## config.mk

```make
export PLATFORM = sky130hd
export DESIGN_NAME = uart_rx_core
export DESIGN_NICKNAME = d
export VERILOG_FILES = /design/src/rtl/uart_rx_pkg.sv /design/src/rtl/uart_rx_sampler.sv /design/src/rtl/uart_rx_status.sv /design/src/rtl/uart_rx_core.sv
export SDC_FILE = /design/constraint.sdc
export NUM_CORES = 1
export LEC_CHECK = 0
export ABC_AREA = 1
export ABC_CLOCK_PERIOD_IN_PS = 1500
export CORE_MARGIN = 10
export CORE_UTILIZATION = 35
export CTS_CLUSTER_SIZE = 40
export DETAILED_ROUTE_END_ITERATION = 16
export GPL_ROUTABILITY_DRIVEN = 0
export MAX_ROUTING_LAYER = met4
export PLACE_DENSITY = 0.65
export SLEW_MARGIN = 20
export SYNTH_ARGS = -nofsm -noshare
export SYNTH_HDL_FRONTEND = slang
export SYNTH_SLANG_ARGS = --single-unit
export TNS_END_PERCENT = 20
```

## constraint.sdc

```tcl
create_clock -name clk -period 1.5 [get_ports clk]
set_input_delay 0.225 -clock clk [delete_from_list [all_inputs] [get_ports clk]]
set_output_delay 0.225 -clock clk [all_outputs]
set_load 0.01 [all_outputs]
```

## src/rtl/uart_rx_pkg.sv

```systemverilog
package uart_rx_pkg;
  typedef enum logic [2:0] {
    ST_IDLE, ST_START, ST_DATA, ST_PAR, ST_STOP
  } rx_state_t;

  // number of data bits for a length code: MAXW-3 .. MAXW
  function automatic int unsigned char_bits(input logic [1:0] code, input int unsigned maxw);
    return maxw - 3 + int'(code);
  endfunction

  // right-shifted assembly leaves a short character in the top bits; move it down
  function automatic logic [7:0] align_char(input logic [7:0] sh, input logic [1:0] code);
    return sh >> (3 - int'(code));
  endfunction

  // parity bit the sender should have placed after the data
  function automatic logic parity_bit(input logic [7:0] data, input logic odd);
    return (^data) ^ odd;
  endfunction
endpackage

```

## src/rtl/uart_rx_sampler.sv

```systemverilog
module uart_rx_sampler
  import uart_rx_pkg::*;
#(
  parameter int unsigned DATA_W = 8,
  parameter int unsigned OVERS  = 16,
  parameter int unsigned SYNC_N = 2
) (
  input  logic              clk,
  input  logic              rst_n,
  input  logic              tick16,
  input  logic              rxd,
  input  logic [1:0]        len_code,
  input  logic              par_en,
  input  logic              par_odd,
  output logic              rx_done,
  output logic [DATA_W-1:0] rx_char,
  output logic              rx_perr,
  output logic              rx_ferr,
  output logic              rx_brk
);
  localparam int unsigned CNT_W = $clog2(OVERS);
  localparam int unsigned BIT_W = $clog2(DATA_W);
  localparam logic [CNT_W-1:0] CNT_MID  = CNT_W'(OVERS/2 - 1);
  localparam logic [CNT_W-1:0] CNT_LAST = CNT_W'(OVERS - 1);

  logic [SYNC_N-1:0] sync_q;
  logic              rxd_s;
  always_ff @(posedge clk) begin
    if (!rst_n) sync_q <= '1;
    else        sync_q <= {sync_q[SYNC_N-2:0], rxd};
  end
  assign rxd_s = sync_q[SYNC_N-1];

  rx_state_t         state;
  logic [CNT_W-1:0]  cnt;
  logic [BIT_W-1:0]  nb;
  logic [DATA_W-1:0] sh;
  logic              armed, allz, par_q;
  logic [BIT_W-1:0]  last_bit;

  // named internal events for checking
  logic start_seen, start_ok, start_glitch, mid_pt;
  assign mid_pt       = tick16 && (cnt == CNT_LAST);
  assign start_seen   = tick16 && (state == ST_IDLE) && armed && !rxd_s;
  assign start_ok     = tick16 && (state == ST_START) && (cnt == CNT_MID) && !rxd_s;
  assign start_glitch = tick16 && (state == ST_START) && (cnt == CNT_MID) && rxd_s;
  assign last_bit     = BIT_W'(char_bits(len_code, DATA_W) - 1);

  always_ff @(posedge clk) begin
    if (!rst_n) begin
      state <= ST_IDLE; cnt <= '0; nb <= '0; sh <= '0;
      armed <= 1'b0; allz <= 1'b0; par_q <= 1'b0;
      rx_done <= 1'b0; rx_char <= '0;
      rx_perr <= 1'b0; rx_ferr <= 1'b0; rx_brk <= 1'b0;
    end else begin
      rx_done <= 1'b0;
      if (tick16) begin
        unique case (state)
          ST_IDLE: begin
            if (!armed) armed <= rxd_s;
            else if (!rxd_s) begin
              state <= ST_START; cnt <= '0; armed <= 1'b0;
            end
          end
          ST_START: begin
            if (cnt == CNT_MID) begin
              cnt <= '0;
              if (rxd_s) state <= ST_IDLE;
              else begin
                state <= ST_DATA; nb <= '0; sh <= '0; allz <= 1'b1;
              end
            end else cnt <= cnt + 1'b1;
          end
          ST_DATA: begin
            cnt <= cnt + 1'b1;
            if (mid_pt) begin
              sh   <= {rxd_s, sh[DATA_W-1:1]};
              allz <= allz & ~rxd_s;
              if (nb == last_bit) state <= par_en ? ST_PAR : ST_STOP;
              else                nb <= nb + 1'b1;
            end
          end
          ST_PAR: begin
            cnt <= cnt + 1'b1;
            if (mid_pt) begin
              par_q <= rxd_s; allz <= allz & ~rxd_s; state <= ST_STOP;
            end
          end
          ST_STOP: begin
            cnt <= cnt + 1'b1;
            if (mid_pt) begin
              rx_done <= 1'b1;
              rx_char <= align_char(sh, len_code);
              rx_perr <= par_en && (par_q != parity_bit(align_char(sh, len_code), par_odd));
              rx_ferr <= ~rxd_s;
              rx_brk  <= allz & ~rxd_s;
              state   <= ST_IDLE;
            end
          end
          default: state <= ST_IDLE;
        endcase
      end
    end
  end

  p_glitch_idle_r2: assert property (@(posedge clk) disable iff (!rst_n)
    start_glitch |=> (state == ST_IDLE) && !rx_done);
  p_start_confirm_r3: assert property (@(posedge clk) disable iff (!rst_n)
    start_ok |=> (state == ST_DATA) && (nb == '0));
  p_zero_pad_r4: assert property (@(posedge clk) disable iff (!rst_n)
    rx_done |-> ((rx_char >> char_bits(len_code, DATA_W)) == '0));
  p_break_frames_r8: assert property (@(posedge clk) disable iff (!rst_n)
    (rx_done && rx_brk) |-> rx_ferr);
  p_edge_starts_r1: assert property (@(posedge clk) disable iff (!rst_n)
    start_seen |=> (state == ST_START));
endmodule

```

## src/rtl/uart_rx_status.sv

```systemverilog
module uart_rx_status #(
  parameter int unsigned DATA_W = 8
) (
  input  logic              clk,
  input  logic              rst_n,
  input  logic              rx_done,
  input  logic [DATA_W-1:0] rx_char,
  input  logic              rx_perr,
  input  logic              rx_ferr,
  input  logic              rx_brk,
  input  logic              rd_data_stb,
  input  logic              rd_stat_stb,
  output logic [DATA_W-1:0] rx_data,
  output logic [4:0]        line_stat
);
  logic dr, oe, pe, fe, bi;
  logic load_ev, ovr_ev;
  assign ovr_ev  = rx_done && dr && !rd_data_stb;
  assign load_ev = rx_done && !ovr_ev;

  always_ff @(posedge clk) begin
    if (!rst_n) begin
      rx_data <= '0;
      {dr, oe, pe, fe, bi} <= '0;
    end else begin
      if (load_ev) begin
        rx_data <= rx_char; dr <= 1'b1;
      end else if (rd_data_stb) dr <= 1'b0;
      oe <= (oe & ~rd_stat_stb) | ovr_ev;
      pe <= (pe & ~rd_stat_stb) | (load_ev & rx_perr);
      fe <= (fe & ~rd_stat_stb) | (load_ev & rx_ferr);
      bi <= (bi & ~rd_stat_stb) | (load_ev & rx_brk);
    end
  end
  assign line_stat = {bi, fe, pe, oe, dr};

  p_ready_on_load_r5: assert property (@(posedge clk) disable iff (!rst_n)
    (rx_done && !line_stat[0]) |=> line_stat[0]);
  p_ready_clear_r5: assert property (@(posedge clk) disable iff (!rst_n)
    (rd_data_stb && !rx_done) |=> !line_stat[0]);
  p_keep_unread_r9: assert property (@(posedge clk) disable iff (!rst_n)
    (rx_done && line_stat[0] && !rd_data_stb) |=> ($stable(rx_data) && line_stat[1]));
  p_stat_clear_r10: assert property (@(posedge clk) disable iff (!rst_n)
    (rd_stat_stb && !rx_done) |=> (line_stat[4:1] == 4'b0) && (line_stat[0] == $past(line_stat[0]) || $past(rd_data_stb)));
  p_break_with_frame_r8: assert property (@(posedge clk) disable iff (!rst_n)
    line_stat[4] |-> line_stat[3]);
endmodule

```

## src/rtl/uart_rx_core.sv

```systemverilog
module uart_rx_core #(
  parameter int unsigned DATA_W = 8,
  parameter int unsigned OVERS  = 16
) (
  input  logic              clk,
  input  logic              rst_n,
  input  logic              tick16,
  input  logic              rxd,
  input  logic [1:0]        len_code,
  input  logic              par_en,
  input  logic              par_odd,
  input  logic              rd_data_stb,
  input  logic              rd_stat_stb,
  output logic [DATA_W-1:0] rx_data,
  output logic [4:0]        line_stat
);
  logic              rx_done, rx_perr, rx_ferr, rx_brk;
  logic [DATA_W-1:0] rx_char;

  uart_rx_sampler #(.DATA_W(DATA_W), .OVERS(OVERS), .SYNC_N(2)) u_sampler (
    .clk(clk), .rst_n(rst_n), .tick16(tick16), .rxd(rxd),
    .len_code(len_code), .par_en(par_en), .par_odd(par_odd),
    .rx_done(rx_done), .rx_char(rx_char), .rx_perr(rx_perr),
    .rx_ferr(rx_ferr), .rx_brk(rx_brk)
  );

  uart_rx_status #(.DATA_W(DATA_W)) u_status (
    .clk(clk), .rst_n(rst_n), .rx_done(rx_done), .rx_char(rx_char),
    .rx_perr(rx_perr), .rx_ferr(rx_ferr), .rx_brk(rx_brk),
    .rd_data_stb(rd_data_stb), .rd_stat_stb(rd_stat_stb),
    .rx_data(rx_data), .line_stat(line_stat)
  );
endmodule

```

==> flow_summary.ini <==
[run_status]
outcome = finished, violations left
violations = negative setup slack

[clock_network]
cts_root_buf = clkbuf_8
clkSlewWorstSetupHoldPaths_ns = 0.09
cts_sinks = 48
insertion_delay_ns = 0.30
cts_tree = done
cts_buffers = 5
cts.htree.levels = 2
cts_hold_buf = 0
cts_buffer_depth = 2

[worst_hold_path]
hold_class = reg2reg
whs_path_depth = 1

[critical_path]
start_kind = flip-flop
rr_worst_depth = 10
required_ns = 1.74
cp_max_fo = 5
path_common_cell = nor2_1
cp_slowest_cell = dfxtp_2
worstPathArrival_ns = 1.82
path_class = reg2reg
crit_chain = ha_4 -> nand2_4 -> nor3_4 -> buf_6 -> nor2_4 -> nor4_2 -> nand2_2 -> inv_2 -> nor2_1 -> nor2_1
critical_path.max_stage_delay_ns = 0.36
end_kind = flip-flop

[yosys]
syn_avg_cell_area_um2 = 6.76
mappedNetlistArea_mm2 = 0.00243
ys_ff_latch = 48
syn_inst = 359
synth_cell_types = 33
ys.warnings.count = 0
seq_area_frac_synth_pct = 39.6
synth_nets = 371

[finish]
stdcell_count = 507
fin_nets = 438
fin_util_pct = 49.7
drive_gt1_share_pct = 27.9
n_antenna_cell = 0
syn_to_final_growth_pct = 38.3

[job]
drv_cap = 0

[grt]
grt_usage_pct = 11.0
grt_overflow = 0
antenna_found_initial = 0
grt_max_degree = 20
grt_pass1_wl_um = 9610
grt_pass1_vias = 2300

[routing]
route.detailed.drc = 0
drt_iter0_drc = 124
postRouteAntennaNets = 0
num_vias = 2433
drt_first_pass_iters = 4
finalWirelength_um = 5840
via_per_inst = 4.80
routedWlPerCell_um = 11.5

[sta]
finalSetupViolations = 13
relSlewSlack_pct = 79.1
rsz0062_at_grt = yes
setup_ws_ns = -0.0840
max_freq_mhz = 631
period_needed_ns = 1.58
worst_slew_pin_slew_ns = 0.314
fin_skew_ns = 0.00705
hold_ws_ns = 0.421
drv_slew = 0
finalCritPeriodShare_pct = 106
hold_viol_final = 0
setup_tns_ns = -0.598

[floorplan]
die_area_mm2 = 0.0107
die_h_um = 103
start_util_pct = 35.9
coreArea_mm2 = 0.00676
io_pins = 23
die_x_um = 103
row_count = 30

[pwr]
p_per_area_mw_per_mm2 = 1310
total_power_mw = 4.39
power.leakage_nw = 1.47
ir_worst_vdd_v = 0.000450

[placed_design]
portBuffers = 22
dpl.hpwl_um = 4250
placed_cells = 492
-- stage by stage --
stage,cell area [um2],worst slack [ns]
CTS,3230,-0.0692
global placement,3060,-0.328
finish,3360,-0.0840
floorplan,2470,-0.0203
global route,3360,-0.238
detailed placement,3060,-0.377
-- layer usage --
metal  track usage, %  up-vias  part of all wire, %
met3             2.13        5                  4.6
met1             12.7     1076                   46
met5                -        -                    0
met2             18.9       47                   48
met4             3.64        0                  1.3
li1                 -     1305                    -
-- layout by cell type (no fill, tap or decap), types with 3 or more instances in the layout --
master            n
clkdlybuf4s50_1  20
dfxtp_1          43
nor2_2            5
clkbuf_8          5
a211oi_1          6
a211oi_2          4
or2_2             4
inv_2             8
inv_1            27
o21ai_0          19
nand2_1          92
dfxtp_2           4
a21oi_2           7
nand2_2           3
nand3_1          28
nor2_4            5
nor3_2            3
buf_6             5
nor2_1           33
a21oi_1          24
buf_4            48
o21ai_2           5
-- critical path, delay by kind of cell (launching register included) --
family | cells | cell delay (ns)
flip-flops | 1 | 0.36
adder cells (fa/ha/maj) | 1 | 0.16
buffers and inverters | 2 | 0.23
AND/OR/NAND/NOR | 7 | 0.77
-- registers in the layout (all words and copies together) (netlist names) --
register / count
u_sampler.state: 3
u_sampler.rx_perr: 1
u_sampler.rx_done: 1
u_status.dr: 1
u_sampler.allz: 1
u_sampler.cnt: 4
u_status.fe: 1
u_status.bi: 1
u_sampler.rx_ferr: 1
u_sampler.rx_brk: 1
u_sampler.sync_q: 2
u_sampler.armed: 1
u_sampler.nb: 3
u_sampler.rx_char: 8
u_status.oe: 1
u_sampler.par_q: 1
u_status.rx_data: 8
u_sampler.sh: 8
u_status.pe: 1
-- Yosys cell counts --
master     n  area share, %
nor2_2     1           0.26
dfxtp_1   48             40
ha_1       2            1.0
a21oi_1   30            6.2
inv_2      4           0.62
nor3_1     4           0.82
o21ai_0   22            4.5
xnor2_1    1           0.36
nor4_1     2           0.52
nor3_4     1           0.67
inv_1     32            4.9
a211oi_1   8            2.5
buf_4      5            1.5
a211oi_2   2            1.0
clkbuf_1   2           0.31
buf_6      1           0.46
buf_2      6            1.2
or2_2      4            1.0
nor3_2     2           0.82
nand3_1   29            6.0
a21oi_2    1           0.36
buf_1      3           0.46
nor2_4     1           0.46
o22ai_1    1           0.26
xor2_1     1           0.36
o21ai_1    1           0.21
a31oi_1    2           0.52
nand4_1    2           0.52
nand2_1   96             15
nand3b_1   1           0.31
o21ai_2    2           0.72
nor2_1    41            6.3
or2_0      1           0.26
-- path summary, 6_finish.rpt --
| path | startpoint | endpoint | slack, ns |
|---|---|---|---|
| setup / recovery | u_sampler.cnt[0]$_SDFFE_PN0P_ | u_sampler.state[0]$_SDFFE_PN0P_ | -0.08 |
| hold / removal | u_sampler.sync_q[0]$_SDFF_PN1_ | u_sampler.sync_q[1]$_SDFF_PN1_ | 0.42 |
| setup reg to reg | u_sampler.cnt[0]$_SDFFE_PN0P_ | u_sampler.state[0]$_SDFFE_PN0P_ | -0.08 |
| hold reg to reg | u_sampler.sync_q[0]$_SDFF_PN1_ | u_sampler.sync_q[1]$_SDFF_PN1_ | 0.42 |
-- kinds of logic (layout without fill, tap and decap cells) --
family / count (synthesis) / after routing / synth area share (%)
fa+ha+maj: 2 / 2 / 1.03
simple gates: 185 / 185 / 32.8
xor+xnor: 2 / 2 / 0.721
buf+inv: 53 / 121 / 9.58
compound gates: 69 / 69 / 16.3
flops: 48 / 48 / 39.6
-- cell type report --
cell class,instances,area [um2]
clock buffer,5,68.8
fill,666,3400
multi-input combinational,258,1380
clock inverter,3,23.8
timing repair buffer,77,677
inverter,36,138
sequential,48,970
tap,80,100
-- timing repair --
item,in CTS,in global routing
cloned,0,1
endpoints found under the hold margin,0,0
pin swaps,8,10
endpoints found under the setup margin,29,30
resized for setup,21,30
buffers inserted,1,5
-- power breakdown --
part           leakage (nW)  switching (mW)  internal [mW]  total (mW)
Combinational          1.04            1.11          0.920        2.03
Sequential            0.390           0.155           1.42        1.57
Clock                0.0404           0.456          0.331       0.786
Note: power is estimated with default switching activity, not from simulation.
